### src/rtl/dwt_sched_pkg.sv
package dwt_sched_pkg;

   localparam int MAX_LEVELS = 5;

   typedef enum logic [1:0] {
      S_IDLE  = 2'd0,
      S_PICK  = 2'd1,
      S_ISSUE = 2'd2,
      S_WAIT  = 2'd3
   } sched_state_e;

   // number of 2-column tiles in one band of level k
   function automatic int unsigned tiles_at(int unsigned w, int unsigned k);
      return w >> (k + 1);
   endfunction

   // number of 2-line bands in level k
   function automatic int unsigned bands_at(int unsigned h, int unsigned k);
      return h >> (k + 1);
   endfunction

   // first word of the two-line repeat store that feeds level j (j >= 1)
   function automatic int unsigned rpt_base(int unsigned w, int unsigned j);
      int unsigned s;
      s = 0;
      for (int unsigned i = 1; i <= MAX_LEVELS; i++) begin
         if (i < j) s = s + 2 * (w >> i);
      end
      return s;
   endfunction

endpackage

### src/rtl/dwt_lvl_track.sv
module dwt_lvl_track
   import dwt_sched_pkg::*;
#(
   parameter int LVL   = 0,
   parameter int IMG_H = 16,
   parameter int BW    = 3,
   localparam int BCW    = BW + 1,
   localparam int NBANDS = bands_at(IMG_H, LVL)
) (
   input  logic          clk,
   input  logic          rst_n,
   input  logic          clear,
   input  logic          fill,
   input  logic          consume,
   output logic          more,
   output logic          avail,
   output logic          room,
   output logic [BW-1:0] band_idx
);

   logic [BCW-1:0] bcnt_q;
   logic [1:0]     lines_q;

   always_ff @(posedge clk) begin
      if (!rst_n || clear) begin
         bcnt_q  <= '0;
         lines_q <= '0;
      end else begin
         if (consume) bcnt_q <= bcnt_q + BCW'(1);
         if (fill) lines_q <= lines_q + 2'd1;
         else if (consume && (LVL > 0)) lines_q <= lines_q - 2'd2;
      end
   end

   assign more     = bcnt_q < BCW'(NBANDS);
   assign avail    = (LVL == 0) ? 1'b1 : (lines_q == 2'd2);
   assign room     = lines_q < 2'd2;
   assign band_idx = bcnt_q[BW-1:0];

   // a band above level 0 only finishes while both of its lines are present
   p_take_full_r4: assert property (@(posedge clk) disable iff (!rst_n)
      (consume && (LVL > 0)) |-> (lines_q == 2'd2));

   // no band completes beyond the last one of the level
   p_band_bound_r3: assert property (@(posedge clk) disable iff (!rst_n)
      consume |-> more);

endmodule

### src/rtl/dwt_tile_walk.sv
module dwt_tile_walk
   import dwt_sched_pkg::*;
#(
   parameter int LEVELS = 3,
   parameter int IMG_W  = 32,
   parameter int LW     = 2,
   parameter int CW     = 4
) (
   input  logic          clk,
   input  logic          rst_n,
   input  logic          load,
   input  logic          adv,
   input  logic [LW-1:0] level,
   output logic [CW-1:0] col,
   output logic          last
);

   logic [CW-1:0] col_q;
   logic [CW-1:0] last_idx;

   always_comb begin
      last_idx = '0;
      for (int k = 0; k < LEVELS; k++) begin
         if (level == LW'(k)) last_idx = CW'(tiles_at(IMG_W, k) - 1);
      end
   end

   always_ff @(posedge clk) begin
      if (!rst_n) col_q <= '0;
      else if (load) col_q <= '0;
      else if (adv && (col_q != last_idx)) col_q <= col_q + CW'(1);
   end

   assign col  = col_q;
   assign last = (col_q == last_idx);

   // the column never runs past the band's last tile
   p_col_bound_r2: assert property (@(posedge clk) disable iff (!rst_n)
      col_q <= last_idx);

endmodule

### src/rtl/dwt_rpt_addr.sv
module dwt_rpt_addr
   import dwt_sched_pkg::*;
#(
   parameter int LEVELS = 3,
   parameter int IMG_W  = 32,
   parameter int LW     = 2,
   parameter int CW     = 4,
   parameter int AW     = 6
) (
   input  logic [LW-1:0] level,
   input  logic [CW-1:0] col,
   input  logic          parity,
   output logic          rd_en,
   output logic [AW-1:0] rd_addr,
   output logic          wr_en,
   output logic [AW-1:0] wr_addr
);

   always_comb begin
      rd_en   = 1'b0;
      rd_addr = '0;
      wr_en   = 1'b0;
      wr_addr = '0;
      for (int k = 0; k < LEVELS; k++) begin
         if (level == LW'(k)) begin
            if (k > 0) begin
               rd_en   = 1'b1;
               rd_addr = AW'(rpt_base(IMG_W, k)) + AW'({col, 1'b0});
            end
            if (k < LEVELS - 1) begin
               wr_en   = 1'b1;
               wr_addr = AW'(rpt_base(IMG_W, k + 1))
                       + (parity ? AW'(IMG_W >> (k + 1)) : AW'(0))
                       + AW'(col);
            end
         end
      end
   end

endmodule

### src/rtl/dwt_band_sched.sv
module dwt_band_sched
   import dwt_sched_pkg::*;
#(
   parameter int LEVELS = 3,
   parameter int IMG_W  = 32,
   parameter int IMG_H  = 16,
   localparam int LW    = (LEVELS > 1) ? $clog2(LEVELS) : 1,
   localparam int CW    = $clog2(IMG_W / 2),
   localparam int BW    = $clog2(IMG_H / 2),
   localparam int AW    = $clog2(2 * IMG_W),
   localparam int STORE = rpt_base(IMG_W, LEVELS)
) (
   input  logic          clk,
   input  logic          rst_n,
   input  logic          frame_go,
   input  logic          tile_done,
   output logic          tile_start,
   output logic [LW-1:0] tile_level,
   output logic [CW-1:0] tile_col,
   output logic [BW-1:0] tile_band,
   output logic          rpt_rd_en,
   output logic [AW-1:0] rpt_rd_addr,
   output logic          rpt_wr_en,
   output logic [AW-1:0] rpt_wr_addr,
   output logic          frame_done
);

   // elaboration-time parameter checks
   if (LEVELS < 1 || LEVELS > MAX_LEVELS) begin : g_bad_levels
      $error("dwt_band_sched: LEVELS must lie in 1..5");
   end
   if (((IMG_W & (IMG_W - 1)) != 0) || (IMG_W < (1 << (LEVELS + 1)))) begin : g_bad_w
      $error("dwt_band_sched: IMG_W must be a power of two, at least 2**(LEVELS+1)");
   end
   if (((IMG_H & (IMG_H - 1)) != 0) || (IMG_H < (1 << (LEVELS + 1)))) begin : g_bad_h
      $error("dwt_band_sched: IMG_H must be a power of two, at least 2**(LEVELS+1)");
   end

   sched_state_e  state_q;
   logic [LW-1:0] lvl_q;
   logic          done_q;

   logic [LEVELS-1:0] more, avail, room, fill, consume, ready;
   logic [BW-1:0]     band_idx [LEVELS];

   logic          pick_any;
   logic [LW-1:0] pick_lvl;
   logic [CW-1:0] col;
   logic          col_last;
   logic [BW-1:0] cur_band;
   logic          band_end, frame_end, clear, accept;

   assign clear    = (state_q == S_IDLE) && frame_go;
   assign accept   = (state_q == S_WAIT) && tile_done;
   assign band_end = accept && col_last;

   // one tracker per level; each level feeds the repeat store of the next
   for (genvar k = 0; k < LEVELS; k++) begin : g_lvl
      dwt_lvl_track #(.LVL(k), .IMG_H(IMG_H), .BW(BW)) u_trk (
         .clk      (clk),
         .rst_n    (rst_n),
         .clear    (clear),
         .fill     (fill[k]),
         .consume  (consume[k]),
         .more     (more[k]),
         .avail    (avail[k]),
         .room     (room[k]),
         .band_idx (band_idx[k])
      );
      assign consume[k] = band_end && (lvl_q == LW'(k));
      if (k == 0) begin : g_src
         assign fill[k] = 1'b0;
      end else begin : g_rep
         assign fill[k] = consume[k-1];
      end
      if (k == LEVELS - 1) begin : g_deep
         assign ready[k] = more[k] && avail[k];
      end else begin : g_mid
         assign ready[k] = more[k] && avail[k] && room[k+1];
      end

      // a line is only written into a store that has a free slot
      p_fill_room_r6: assert property (@(posedge clk) disable iff (!rst_n)
         fill[k] |-> room[k]);
   end

   // deepest ready level wins
   always_comb begin
      pick_any = 1'b0;
      pick_lvl = '0;
      for (int k = 0; k < LEVELS; k++) begin
         if (ready[k]) begin
            pick_any = 1'b1;
            pick_lvl = LW'(k);
         end
      end
   end

   always_comb begin
      cur_band = '0;
      for (int k = 0; k < LEVELS; k++) begin
         if (lvl_q == LW'(k)) cur_band = band_idx[k];
      end
   end

   assign frame_end = band_end && (lvl_q == LW'(LEVELS - 1))
                   && (cur_band == BW'(bands_at(IMG_H, LEVELS - 1) - 1));

   always_ff @(posedge clk) begin
      if (!rst_n) begin
         state_q <= S_IDLE;
         lvl_q   <= '0;
         done_q  <= 1'b0;
      end else begin
         done_q <= 1'b0;
         case (state_q)
            S_IDLE: if (frame_go) state_q <= S_PICK;
            S_PICK: if (pick_any) begin
               lvl_q   <= pick_lvl;
               state_q <= S_ISSUE;
            end
            S_ISSUE: state_q <= S_WAIT;
            S_WAIT: if (tile_done) begin
               if (!col_last) state_q <= S_ISSUE;
               else if (frame_end) begin
                  state_q <= S_IDLE;
                  done_q  <= 1'b1;
               end else state_q <= S_PICK;
            end
            default: state_q <= S_IDLE;
         endcase
      end
   end

   dwt_tile_walk #(.LEVELS(LEVELS), .IMG_W(IMG_W), .LW(LW), .CW(CW)) u_walk (
      .clk   (clk),
      .rst_n (rst_n),
      .load  ((state_q == S_PICK) && pick_any),
      .adv   (accept),
      .level (lvl_q),
      .col   (col),
      .last  (col_last)
   );

   dwt_rpt_addr #(.LEVELS(LEVELS), .IMG_W(IMG_W), .LW(LW), .CW(CW), .AW(AW)) u_addr (
      .level   (lvl_q),
      .col     (col),
      .parity  (cur_band[0]),
      .rd_en   (rpt_rd_en),
      .rd_addr (rpt_rd_addr),
      .wr_en   (rpt_wr_en),
      .wr_addr (rpt_wr_addr)
   );

   assign tile_start = (state_q == S_ISSUE);
   assign tile_level = lvl_q;
   assign tile_col   = col;
   assign tile_band  = cur_band;
   assign frame_done = done_q;

   // a start is a single-cycle pulse
   p_start_pulse_r2: assert property (@(posedge clk) disable iff (!rst_n)
      tile_start |=> !tile_start);

   // done is a single-cycle pulse followed by no tile
   p_done_pulse_r7: assert property (@(posedge clk) disable iff (!rst_n)
      frame_done |=> (!frame_done && !tile_start));

   // reads stay inside the repeat store
   p_rd_range_r8: assert property (@(posedge clk) disable iff (!rst_n)
      rpt_rd_en |-> (rpt_rd_addr < AW'(STORE)));

endmodule

### config.mk
export PLATFORM = sky130hd
export DESIGN_NAME = dwt_band_sched
export DESIGN_NICKNAME = d
export VERILOG_FILES = /design/src/rtl/dwt_sched_pkg.sv /design/src/rtl/dwt_lvl_track.sv /design/src/rtl/dwt_tile_walk.sv /design/src/rtl/dwt_rpt_addr.sv /design/src/rtl/dwt_band_sched.sv
export SDC_FILE = /design/constraint.sdc
export NUM_CORES = 1
export LEC_CHECK = 0
export BUFFER_PORTS_ARGS = -buffer_cell sky130_fd_sc_hd__buf_2
export CORE_MARGIN = 4
export CORE_UTILIZATION = 48
export DETAILED_ROUTE_END_ITERATION = 12
export PLACE_DENSITY = 0.77
export SETUP_SLACK_MARGIN = 0.3
export SYNTH_ARGS = -nofsm -noshare
export SYNTH_HDL_FRONTEND = slang
export SYNTH_HIERARCHICAL = 1
export SYNTH_SLANG_ARGS = --single-unit
### constraint.sdc
create_clock -name clk -period 3.8 [get_ports clk]
set_input_delay 0.57 -clock clk [delete_from_list [all_inputs] [get_ports clk]]
set_output_delay 0.57 -clock clk [all_outputs]
set_load 0.02 [all_outputs]
==> results.yml <==
placement:
  post-place-cells: 259
  finalWeightedCongestion: 0.835
  port_buffers: 27
  dp_slack_ns: 1.17
  placed_cell_area_um2: 1790
  dp_hpwl_mm: 2.55
logic_synthesis:
  synth.net_count: 214
  syn_inst: 199
  netlist_area_um2: 1690
  synth.avg_cell_area_um2: 8.49
  ys_warn_count: 6
routing:
  drtIter0Drc: 68
  ant_nets: 0
  via_per_inst: 5.31
  drc_errors: 0
  wl_per_cell_um: 12.8
  dr_total_vias: 1396
  wirelength_mm: 3.35
  first_pass_iters: 4
sta:
  layout_min_cycle_time_ns: 2.78
  clock_skew_ns: 0.0132
  slew_viol_final: 0
  finalHoldViolCount: 0
  tns_ns: 0
  worst_slack_ns: 1.02
  tightestPinTransition_ns: 0.648
  holdWs_ns: 0.528
  slew_headroom_pct: 56.8
  min_period_over_period_pct: 73.1
  rsz0062_at_grt: "no"
  setup_viol: 0
  fmax_mhz: 360
worst_hold_path:
  hp-start: "g_lvl[0].u_trk/bcnt_q[3]"
  hp-class: "flip-flop to flip-flop"
global_routing:
  grt_max_degree: 19
  antenna_found_initial: 0
  grt_pass1_vias: 1227
  gr-total-overflow: 0
  grt_pass1_wl_mm: 5.55
  global_route.usage.total_pct: 16.2
die:
  rows: 21
  die_area_um2: 4540
  fp.coreArea_um2: 3360
  die_x_um: 67.3
  start_util_pct: 50.3
  die_y_um: 67.3
  pin_count: 29
pwr:
  p_leak_nw: 0.735
  ir_worst_vdd_uv: 231
  power_density_nw_per_um2: 239
  p_total_mw: 0.436
finish:
  insertedDiodeCount: 0
  multi_input_area_um2: 1040
  area_growth_pct: 7.77
  ff_latch_area_um2: 500
  drive_gt1_share_pct: 21.7
  layout.nets: 233
  final_cells: 263
  fin_util_pct: 54.2
  fill_cells: 329
  fin_area_um2: 1820
worst_setup_path:
  path_buf_inv: 1
  path_max_fanout: 18
  r2r-start: "tile_level[1]"
  critPathLaunch: "tile_level[0]"
  critical_path_class: "flip-flop to primary output"
  crit_family: "flip-flops"
  critPathRequiredTime_ns: 3.23
  crit_slowest_cell: "dfxtp_1"
  cp_cell_sequence: "mux2i_1, o21ai_0, ha_1, nand2_1, o21ai_0, buf_2"
  slowest_delay_ns: 0.76
  crit_path_frequent_cell: "o21ai_0"
  crit_path_end_kind: "primary output"
  rrSetupSlack_ns: 1.12
  worstPathArrival_ns: 2.21
  cp-start-kind: "flip-flop"
cts:
  cts_tree: "yes"
  cts.sinks: 25
  hold_buffers: 0
  cts_max_level: 1
  numCtsBuffers: 3
  clockBufferDepth: 2
  post_cts_buffers: 0
  cts.clk_slew.worst_paths_ns: 0.13
  clockRootBuffer: "clkbuf_4"
  clock_latency_ns: 0.33
  cts-resized-gates: 0
run_status:
  status: "finished clean"
run:
  max-cap-violations: 0
layer usage:
layer	wire length (µm)	share of wire [%]	global-route usage, %	vias to the layer above
met5	0	0	0	-
met4	65	1.9	8.35	0
met3	209	6.2	2.16	4
met2	1420	42	24.8	44
met1	1660	50	22.1	627
li1	-	-	-	721
state kept, by name, summed over array words and instances, names as in the netlist:
register,flops
g_lvl.u_trk/bcnt_q,12
frame_done,1
g_lvl.u_trk/lines_q,4
u_walk/col,4
tile_level,2
state_q,2
tightest hold or removal path, stage by stage (launching register included):
cell	delay, ns
dfxtp_1	0.34
nand3b_1	0.08
mux2i_1	0.07
power breakdown:
group          leakage [nW]  total [mW]  internal, mW  switching (mW)
logic                 0.520      0.0409        0.0171          0.0237
registers             0.202       0.271         0.265         0.00644
clock network        0.0139       0.124        0.0403          0.0835
placed cells by master (no fill, tap or decap), types with 2 or more instances in the layout:
master	count
xnor2_1	8
a21bo_2	3
inv_1	11
ha_1	11
dfxtp_1	25
or3b_1	4
nor2b_1	9
conb_1	2
nand3_1	6
nand2_1	15
buf_4	2
clkbuf_4	3
and2_1	3
and2b_2	3
nand2b_1	3
buf_2	27
a211oi_2	2
mux2i_1	9
o21ai_0	9
nor3_1	2
nor3b_1	2
or2b_1	3
nand4_1	6
nor2_1	14
nand3b_1	7
a21oi_1	8
worst paths after layout:
kind | end | cells past startpoint
max | rpt_wr_addr[3] | 6
max reg2reg | g_lvl[2].u_trk/lines_q[1] | 7
min | g_lvl[0].u_trk/bcnt_q[3] | 2
min reg2reg | g_lvl[0].u_trk/bcnt_q[3] | 2
area by class of cell:
class	instances	area share, %
multi-input cells	148	57.2
flip-flops and latches	25	27.5
repair buffers	29	8.24
well taps	46	3.16
inverters	11	2.27
clock buffers	3	1.24
clock inverters	1	0.412
(Power assumes the default switching activity.)
